**src/rtl/tdm_tx_pkg.sv**
```systemverilog
package tdm_tx_pkg;

    // Line state for the slot now on the wire
    typedef enum logic [1:0] {
        TX_IDLE = 2'd0,   // not yet framed
        TX_SEND = 2'd1,   // driving a word
        TX_MUTE = 2'd2,   // slot released by host request
        TX_OFF  = 2'd3    // slot released because transmit is disabled
    } tx_state_e;

endpackage

```
**src/rtl/tdm_slot_timer.sv**
```systemverilog
module tdm_slot_timer #(
    parameter int WORD_W = 8,
    parameter int SLOTS  = 5,
    localparam int SLOT_W = (SLOTS > 1) ? $clog2(SLOTS) : 1
) (
    input  logic              clk,
    input  logic              rst_n,
    input  logic              fsync,
    output logic              boundary,
    output logic [SLOT_W-1:0] slot_idx
);

    localparam int BIT_W = (WORD_W > 1) ? $clog2(WORD_W) : 1;
    localparam logic [BIT_W-1:0]  BIT_LAST  = BIT_W'(WORD_W - 1);
    localparam logic [SLOT_W-1:0] SLOT_LAST = SLOT_W'(SLOTS - 1);

    logic              fs_q;
    logic              synced_q;
    logic [BIT_W-1:0]  bit_q;
    logic [SLOT_W-1:0] slot_q;
    logic              fs_rise;
    logic              word_end;

    assign fs_rise  = fsync & ~fs_q;
    assign word_end = synced_q && (bit_q == BIT_LAST);
    assign boundary = fs_rise | word_end;
    assign slot_idx = slot_q;

    always_ff @(posedge clk or negedge rst_n) begin
        if (!rst_n) begin
            fs_q     <= 1'b0;
            synced_q <= 1'b0;
            bit_q    <= '0;
            slot_q   <= '0;
        end else begin
            fs_q <= fsync;
            if (fs_rise) begin
                synced_q <= 1'b1;
                bit_q    <= '0;
                slot_q   <= '0;
            end else if (word_end) begin
                bit_q  <= '0;
                slot_q <= (slot_q == SLOT_LAST) ? '0 : slot_q + SLOT_W'(1);
            end else if (synced_q) begin
                bit_q <= bit_q + BIT_W'(1);
            end
        end
    end

    // frame sync restarts slot 0 at bit 0
    assert_fs_restart_R8: assert property (@(posedge clk) disable iff (!rst_n)
        fs_rise |=> (slot_q == '0) && (bit_q == '0));

    // last slot wraps to slot 0 without frame sync
    assert_slot_wrap_R8: assert property (@(posedge clk) disable iff (!rst_n)
        (word_end && !fs_rise && slot_q == SLOT_LAST) |=> (slot_q == '0));

endmodule

```
**src/rtl/tdm_tx_hostif.sv**
```systemverilog
module tdm_tx_hostif #(
    parameter int WORD_W = 8
) (
    input  logic              clk,
    input  logic              rst_n,
    input  logic              data_wr,
    input  logic [WORD_W-1:0] data_in,
    input  logic              skip_wr,
    input  logic              urun_clr,
    input  logic              boundary,
    input  logic              urun_set,
    output logic [WORD_W-1:0] hold_q,
    output logic              data_pend,
    output logic              skip_pend,
    output logic              empty_flag,
    output logic              urun_flag
);

    logic any_wr;
    assign any_wr = data_wr | skip_wr;

    always_ff @(posedge clk or negedge rst_n) begin
        if (!rst_n) begin
            hold_q <= '0;
        end else if (data_wr) begin
            hold_q <= data_in;
        end
    end

    // Pending strobes cover the slot being sent; a boundary starts a new window
    always_ff @(posedge clk or negedge rst_n) begin
        if (!rst_n) begin
            data_pend  <= 1'b0;
            skip_pend  <= 1'b0;
            empty_flag <= 1'b0;
        end else if (boundary) begin
            data_pend  <= data_wr;
            skip_pend  <= skip_wr;
            empty_flag <= ~any_wr;
        end else begin
            data_pend  <= data_pend | data_wr;
            skip_pend  <= skip_pend | skip_wr;
            if (any_wr) begin
                empty_flag <= 1'b0;
            end
        end
    end

    always_ff @(posedge clk or negedge rst_n) begin
        if (!rst_n) begin
            urun_flag <= 1'b0;
        end else if (urun_set) begin
            urun_flag <= 1'b1;
        end else if (urun_clr) begin
            urun_flag <= 1'b0;
        end
    end

    assert_empty_set_R4: assert property (@(posedge clk) disable iff (!rst_n)
        (boundary && !any_wr) |=> empty_flag);

    assert_empty_clr_R4: assert property (@(posedge clk) disable iff (!rst_n)
        any_wr |=> !empty_flag);

    assert_urun_sticky_R5: assert property (@(posedge clk) disable iff (!rst_n)
        (urun_flag && !urun_clr) |=> urun_flag);

    assert_urun_set_wins_R5: assert property (@(posedge clk) disable iff (!rst_n)
        urun_set |=> urun_flag);

endmodule

```
**src/rtl/tdm_tx_shifter.sv**
```systemverilog
module tdm_tx_shifter #(
    parameter int WORD_W = 8
) (
    input  logic              clk,
    input  logic              rst_n,
    input  logic              load,
    input  logic [WORD_W-1:0] load_val,
    output logic              msb
);

    logic [WORD_W-1:0] sh_q;

    always_ff @(posedge clk or negedge rst_n) begin
        if (!rst_n) begin
            sh_q <= '0;
        end else if (load) begin
            sh_q <= load_val;
        end else begin
            sh_q <= {sh_q[WORD_W-2:0], 1'b0};
        end
    end

    assign msb = sh_q[WORD_W-1];

    // one bit per clock, MSB first
    assert_shift_msb_first_R2: assert property (@(posedge clk) disable iff (!rst_n)
        !load |=> (sh_q == {$past(sh_q[WORD_W-2:0]), 1'b0}));

endmodule

```
**src/rtl/tdm_net_tx.sv**
```systemverilog
module tdm_net_tx
    import tdm_tx_pkg::*;
#(
    parameter int WORD_W = 8,
    parameter int SLOTS  = 5,
    localparam int SLOT_W = (SLOTS > 1) ? $clog2(SLOTS) : 1
) (
    input  logic              clk,
    input  logic              rst_n,
    input  logic              fsync,
    input  logic              tx_en,
    input  logic              irq_en,
    input  logic              data_wr,
    input  logic [WORD_W-1:0] data_in,
    input  logic              skip_wr,
    input  logic              urun_clr,
    output logic              txd,
    output logic              txd_oe,
    output logic              empty_flag,
    output logic              irq,
    output logic              urun_flag,
    output logic [SLOT_W-1:0] slot_idx
);

    tx_state_e         state_q;
    tx_state_e         state_d;
    logic              boundary;
    logic              load;
    logic              urun_set;
    logic              data_pend;
    logic              skip_pend;
    logic [WORD_W-1:0] hold_q;
    logic              sh_msb;

    tdm_slot_timer #(.WORD_W(WORD_W), .SLOTS(SLOTS)) timer_i (
        .clk      (clk),
        .rst_n    (rst_n),
        .fsync    (fsync),
        .boundary (boundary),
        .slot_idx (slot_idx)
    );

    tdm_tx_hostif #(.WORD_W(WORD_W)) host_i (
        .clk        (clk),
        .rst_n      (rst_n),
        .data_wr    (data_wr),
        .data_in    (data_in),
        .skip_wr    (skip_wr),
        .urun_clr   (urun_clr),
        .boundary   (boundary),
        .urun_set   (urun_set),
        .hold_q     (hold_q),
        .data_pend  (data_pend),
        .skip_pend  (skip_pend),
        .empty_flag (empty_flag),
        .urun_flag  (urun_flag)
    );

    tdm_tx_shifter #(.WORD_W(WORD_W)) shift_i (
        .clk      (clk),
        .rst_n    (rst_n),
        .load     (load),
        .load_val (hold_q),
        .msb      (sh_msb)
    );

    // State register
    always_ff @(posedge clk or negedge rst_n) begin
        if (!rst_n) begin
            state_q <= TX_IDLE;
        end else begin
            state_q <= state_d;
        end
    end

    // Boundary decision: every state takes the same three-way choice
    always_comb begin
        state_d  = state_q;
        load     = 1'b0;
        urun_set = 1'b0;
        unique case (state_q)
            TX_IDLE, TX_SEND, TX_MUTE, TX_OFF: begin
                if (boundary) begin
                    if (!tx_en) begin
                        state_d = TX_OFF;
                    end else if (skip_pend) begin
                        state_d = TX_MUTE;
                    end else begin
                        state_d  = TX_SEND;
                        load     = 1'b1;
                        urun_set = ~data_pend;
                    end
                end
            end
            default: state_d = TX_IDLE;
        endcase
    end

    // Line outputs
    always_comb begin
        txd_oe = 1'b0;
        txd    = 1'b0;
        unique case (state_q)
            TX_SEND: begin
                txd_oe = 1'b1;
                txd    = sh_msb;
            end
            default: begin
                txd_oe = 1'b0;
                txd    = 1'b0;
            end
        endcase
    end

    assign irq = empty_flag & irq_en;

    assert_mute_slot_R1: assert property (@(posedge clk) disable iff (!rst_n)
        (boundary && tx_en && skip_pend) |=> !txd_oe);

    assert_fresh_word_R2: assert property (@(posedge clk) disable iff (!rst_n)
        (boundary && tx_en && !skip_pend && data_pend)
            |=> (txd_oe && txd == $past(hold_q[WORD_W-1])));

    assert_underrun_resend_R3: assert property (@(posedge clk) disable iff (!rst_n)
        (boundary && tx_en && !skip_pend && !data_pend) |=> (urun_flag && txd_oe));

    assert_disabled_slot_R6: assert property (@(posedge clk) disable iff (!rst_n)
        (boundary && !tx_en) |=> !txd_oe);

    assert_state_holds_R7: assert property (@(posedge clk) disable iff (!rst_n)
        !boundary |=> $stable(state_q));

endmodule

```
**config.mk**
```make
export PLATFORM = sky130hd
export DESIGN_NAME = tdm_net_tx
export DESIGN_NICKNAME = d
export VERILOG_FILES = /design/src/rtl/tdm_tx_pkg.sv /design/src/rtl/tdm_slot_timer.sv /design/src/rtl/tdm_tx_hostif.sv /design/src/rtl/tdm_tx_shifter.sv /design/src/rtl/tdm_net_tx.sv
export SDC_FILE = /design/constraint.sdc
export NUM_CORES = 1
export LEC_CHECK = 0
export BUFFER_PORTS_ARGS = -buffer_cell sky130_fd_sc_hd__buf_4
export CAP_MARGIN = 25
export CORE_ASPECT_RATIO = 0.6
export CORE_UTILIZATION = 53
export DETAILED_ROUTE_END_ITERATION = 6
export GPL_TIMING_DRIVEN = 0
export PLACE_DENSITY_LB_ADDON = 0.05
export REMOVE_ABC_BUFFERS = 1
export SYNTH_ARGS = -nofsm -noshare
export SYNTH_HDL_FRONTEND = slang
export SYNTH_SLANG_ARGS = --single-unit
```
**constraint.sdc**
```tcl
create_clock -name clk -period 1.7 [get_ports clk]
set_clock_uncertainty 0.05 [all_clocks]
set_input_delay 0.51 -clock clk [delete_from_list [all_inputs] [get_ports clk]]
set_output_delay 0.51 -clock clk [all_outputs]
set_load 0.03 [all_outputs]
```
## Word-level counts from Yosys, hierarchy flattened

Index checks and enable logic that the tools add are counted.

| cells by class | value |
|---|---|
| bitwise gates (word level) | 9 |
| add/subtract/negate cells | 2 |
| reduce and logical (&&, ||, !) cells | 7 |
| multiplexer cells | 27 |
| equal/unequal tests | 6 |

Operators with widths:

| kind | number |
|---|---|
| $mux W3 | 6 |
| $mux W1 | 16 |
| $mux W2 | 4 |
| $mux W8 | 1 |
| $add A3 B1 Y3 const B | 2 |
| $eq A3 B3 Y1 const B | 2 |
| $reduce_bool A2 Y1 | 3 |
| $eq A2 B2 Y1 const B | 2 |
| $or A1 B1 Y1 | 4 |
| $reduce_or A4 Y1 | 1 |
| $not A1 Y1 | 3 |
| $reduce_bool A3 Y1 | 1 |
| $and A1 B1 Y1 | 2 |
| $eq A2 B1 Y1 const B | 1 |
| $logic_not A2 Y1 | 1 |
| $ne A2 B2 Y1 const B | 1 |
| $logic_and A1 B1 Y1 | 1 |

| word-level totals | value |
|---|---|
| word-level logic and storage cells | 62 |
| register bits after elaboration | 30 |
| bits of input ports | 16 |

## Depth between registers and ports, before layout

| depth | value |
|---|---|
| depth after elaboration | 6 |
| mapped depth | 6 |
| mapped depth without buffers | 5 |

## Modules after synthesis

A second synthesis with hierarchy kept.

| second synthesis, totals | value |
|---|---|
| cell total of the unflattened synthesis | 93 |
| area, all modules | 1,317.5 um^2 |

Modules (own cells, without submodules):

| module | times used | area each (um^2) | cells an instance | sequential area each (um^2) |
|---|---|---|---|---|
| tdm_tx_hostif | 1 | 471.7 | 28 | 300.3 |
| tdm_slot_timer | 1 | 412.9 | 37 | 200.2 |
| tdm_tx_shifter | 1 | 324.1 | 17 | 200.2 |
| tdm_net_tx | 1 | 108.9 | 11 | 50.0 |

## Least setup slack after synthesis

OpenSTA, ideal clock, no wires.

| path | value |
|---|---|
| path kind | reg-to-output |
| from | register state_q[1] |
| to | output port txd |
| cell stages (with the launch flop) | 3 |
| path slack | -0.071 ns |
| data arrival time | 1.211 ns |
| path buffers | 0 |
| path through | dfrtp_1 > nor2b_1 > and2_1 |

| between the ends | value |
|---|---|
| cells in the longest elaborated chain, start to end | 2 |

Ends and longest elaborated chain:

| what | RTL line | text |
|---|---|---|
| start, declared | tdm_net_tx.sv:25 | `tx_state_e state_q;` |
| start signal, assigned | tdm_net_tx.sv:72 | `state_q <= state_d;` |
| $eq A2 B1 Y1 | tdm_net_tx.sv:103 | `unique case (state_q)` |
| $mux W1 | tdm_net_tx.sv:103 |  |
| end, declared | tdm_net_tx.sv:17 | `output logic txd,` |

No other way between the ends.

## Final worst setup path

| path | value |
|---|---|
| from | register state_q[0] |
| to | output port txd |

Same word-level chain as after synthesis.

==> flow_summary.toml <==
[outcome]
status = "completed"

[drt]
via_per_inst = 5.04
drc = 0
vias = 776
first_pass_iters = 4
wirelength_um = 2040
first_iter_violations = 72
ant_nets = 0
wire_per_inst_um = 13.2

[critical_path]
arrival_ns = 1.09
cp_max_fo = 2
worstSetupPathType = "flop to primary output"
end_kind = "primary output"
required_ns = 1.14
worstSetupStartpointType = "flop"

[pwr]
switching_share = 0.261
clkPwrFrac = 0.295
max-vdd-ir-drop_mv = 0.753
combinationalPowerShare = 0.193
p_leak_nw = 0.748
seq_power_share = 0.512
p_switching_w = 0.000442
p_int_w = 0.00125
p_per_area_mw_per_mm2 = 1070

[logic_synthesis]
syn_inst = 95
ys_warn_count = 0
syn_area_sq_mm = 0.00126
ys_seq_area_frac = 0.596
syn_avg_cell_area_sq_um = 13.3
synth-seq-cells = 30
synthDistinctLibCells = 24

[global_route]
grt_pass1_vias = 669
grt_pass1_wl_um = 3110
overflow = 0
grt_max_degree = 31
track_usage = 0.178
antenna_found_initial = 0

[layout]
diodes = 0
finalNetCount = 144
post-route-cell-area_sq_mm = 0.00158
drive_above_1_share = 0.435
fillCellCount = 168
syn_to_final_growth_pct = 25.2
utilization = 0.713

[sta]
relSlewSlack = 0.633
worst_slew_pin_slew_ns = 0.549
worst_hold_slack_ns = 0.109
hold_violations = 0
period_share = 0.973
fin_tns_setup_ns = 0
setup_slack_ns = 0.0453
period_needed_ns = 1.65
timing.fmax_mhz = 604
setup_viol = 0
slew_violations = 0

[hold_path]
hold_path_class = "input port to async pin"

[run]
drv_cap = 0

[floorplanning]
die_h_um = 39.8
coreArea_sq_mm = 0.00221
die_area_sq_mm = 0.00258
rows = 13
start_util = 0.570
die_w_um = 64.9
io_pins = 24

[clocking]
cts_buffers = 5
cts.sinks = 30
cts_tree = "yes"
clkLatencyLatePin_ns = 0.26
htreeDepth = 2
postCtsHoldBufs = 0
clockBufferDepth = 2
cts_root_buffer = "clkbuf_8"
path_clk_slew_ns = 0.06

[placement]
io_buffers = 23
place_congestion = 0.803
dp_hpwl_um = 1460
dpl_cell_area_sq_mm = 0.00145
place_ws_ns = -0.00154
[critical path, stage by stage (launching register included)]
cell and delay (ns):
dfrtp_1 0.40, nor2b_4 0.14, and2_1 0.16, buf_6 0.13
[Yosys cell counts]
library cell  instances  area share
a21o_1                2       0.012
a21oi_1               4       0.016
a21oi_4               1       0.013
a31oi_1               1      0.0050
and2_1                4       0.020
buf_2                 2      0.0079
buf_4                 2       0.012
dfrtp_1              30        0.60
ha_1                  4       0.040
inv_1                 3      0.0089
mux2_2               15        0.13
mux2i_1               2       0.016
nand2_1               5       0.015
nand2_4               1      0.0089
nand2b_1              2      0.0099
nand2b_4              1       0.011
nand3b_1              1      0.0060
nor2_1                5       0.015
nor2_2                1      0.0050
nor2b_1               2      0.0099
nor3_1                4       0.016
o21ai_0               1      0.0040
o32ai_2               1       0.013
xnor2_1               1      0.0070
[state kept, by name (all words and copies together) (netlist names)]
name,count
timer_i.synced_q,1
host_i.skip_pend,1
timer_i.fs_q,1
host_i.data_pend,1
state_q,2
timer_i.bit_q,3
host_i.urun_flag,1
timer_i.slot_idx,3
host_i.empty_flag,1
host_i.hold_q,8
shift_i.sh_q,8
[layout make-up]
class	instances	area, sq um	share of cell area
Inverter	3	11.3	0.00714
Timing Repair Buffer	26	206	0.131
Sequential cell	30	751	0.476
Tap cell	30	37.5	0.0238
Multi-Input combinational cell	58	495	0.314
Clock buffer	7	76.3	0.0484
[per-stage QoR]
stage,std cells,total power [W]
floorplan,91,0.00106
global placement,144,0.00116
detailed placement,144,0.00118
CTS,151,0.00168
global route,154,0.00179
finish,154,0.00169
[cells by family after synthesis]
family	synth area share
mux	0.150
fa+ha+maj	0.0397
xor+xnor	0.00695
simple gates	0.116
buf+inv	0.0288
flops	0.596
compound gates	0.0626
[timing repair]
action	in CTS	in global routing
resized for setup	0	10
endpoints found under the hold margin	0	0
endpoints found under the setup margin	0	8
buffers inserted	0	3
[routing by layer]
layer  track usage  routed length [um]  vias to the layer above
met4        0.0500                   4                        0
li1              -                   -                      377
met3        0.0698                  83                        2
met5             0                   0                        -
met1         0.234                1030                      382
met2         0.273                 918                       15
[power by group through the flow]
| stage | Clock, W | Sequential (W) | Combinational, W |
|---|---|---|---|
| 2_1_floorplan | 0 | 0.000876 | 0.000183 |
| 3_3_place_gp | 0 | 0.000863 | 0.000293 |
| 3_5_place_dp | 0 | 0.000873 | 0.000304 |
| 4_1_cts | 0.000516 | 0.000861 | 0.000307 |
| 5_1_grt | 0.000543 | 0.000877 | 0.000373 |
| 6_report | 0.000500 | 0.000867 | 0.000328 |
[cells in the final DEF (no fill, tap or decap), types with 2 or more instances in the layout]
| cell | n |
|---|---|
| buf_4 | 23 |
| clkbuf_8 | 5 |
| nand2b_1 | 2 |
| nand2_1 | 5 |
| mux2i_1 | 2 |
| ha_1 | 2 |
| buf_6 | 3 |
| clkbuf_1 | 2 |
| a21oi_1 | 4 |
| nor2_1 | 5 |
| mux2_2 | 15 |
| nor3_1 | 4 |
| inv_1 | 3 |
| and2_1 | 4 |
| dfrtp_1 | 30 |
| a21o_1 | 2 |
[final timing paths]
kind	cells after the start	slack, ns	startpoint	to
max	3	0.05	state_q[0]$_DFFE_PN0P_	txd
min	1	0.11	rst_n	host_i.data_pend$_DFF_PN0_
max reg2reg	6	0.07	timer_i.bit_q[0]$_DFFE_PN0P_	shift_i.sh_q[2]$_DFF_PN0_
min reg2reg	1	0.43	shift_i.sh_q[5]$_DFF_PN0_	shift_i.sh_q[6]$_DFF_PN0_
max in group asynchronous	1	1.22	rst_n	host_i.hold_q[6]$_DFFE_PN0P_
min in group clk	1	0.34	fsync	timer_i.fs_q$_DFF_PN0_
Power figures use the tool's default switching activity.
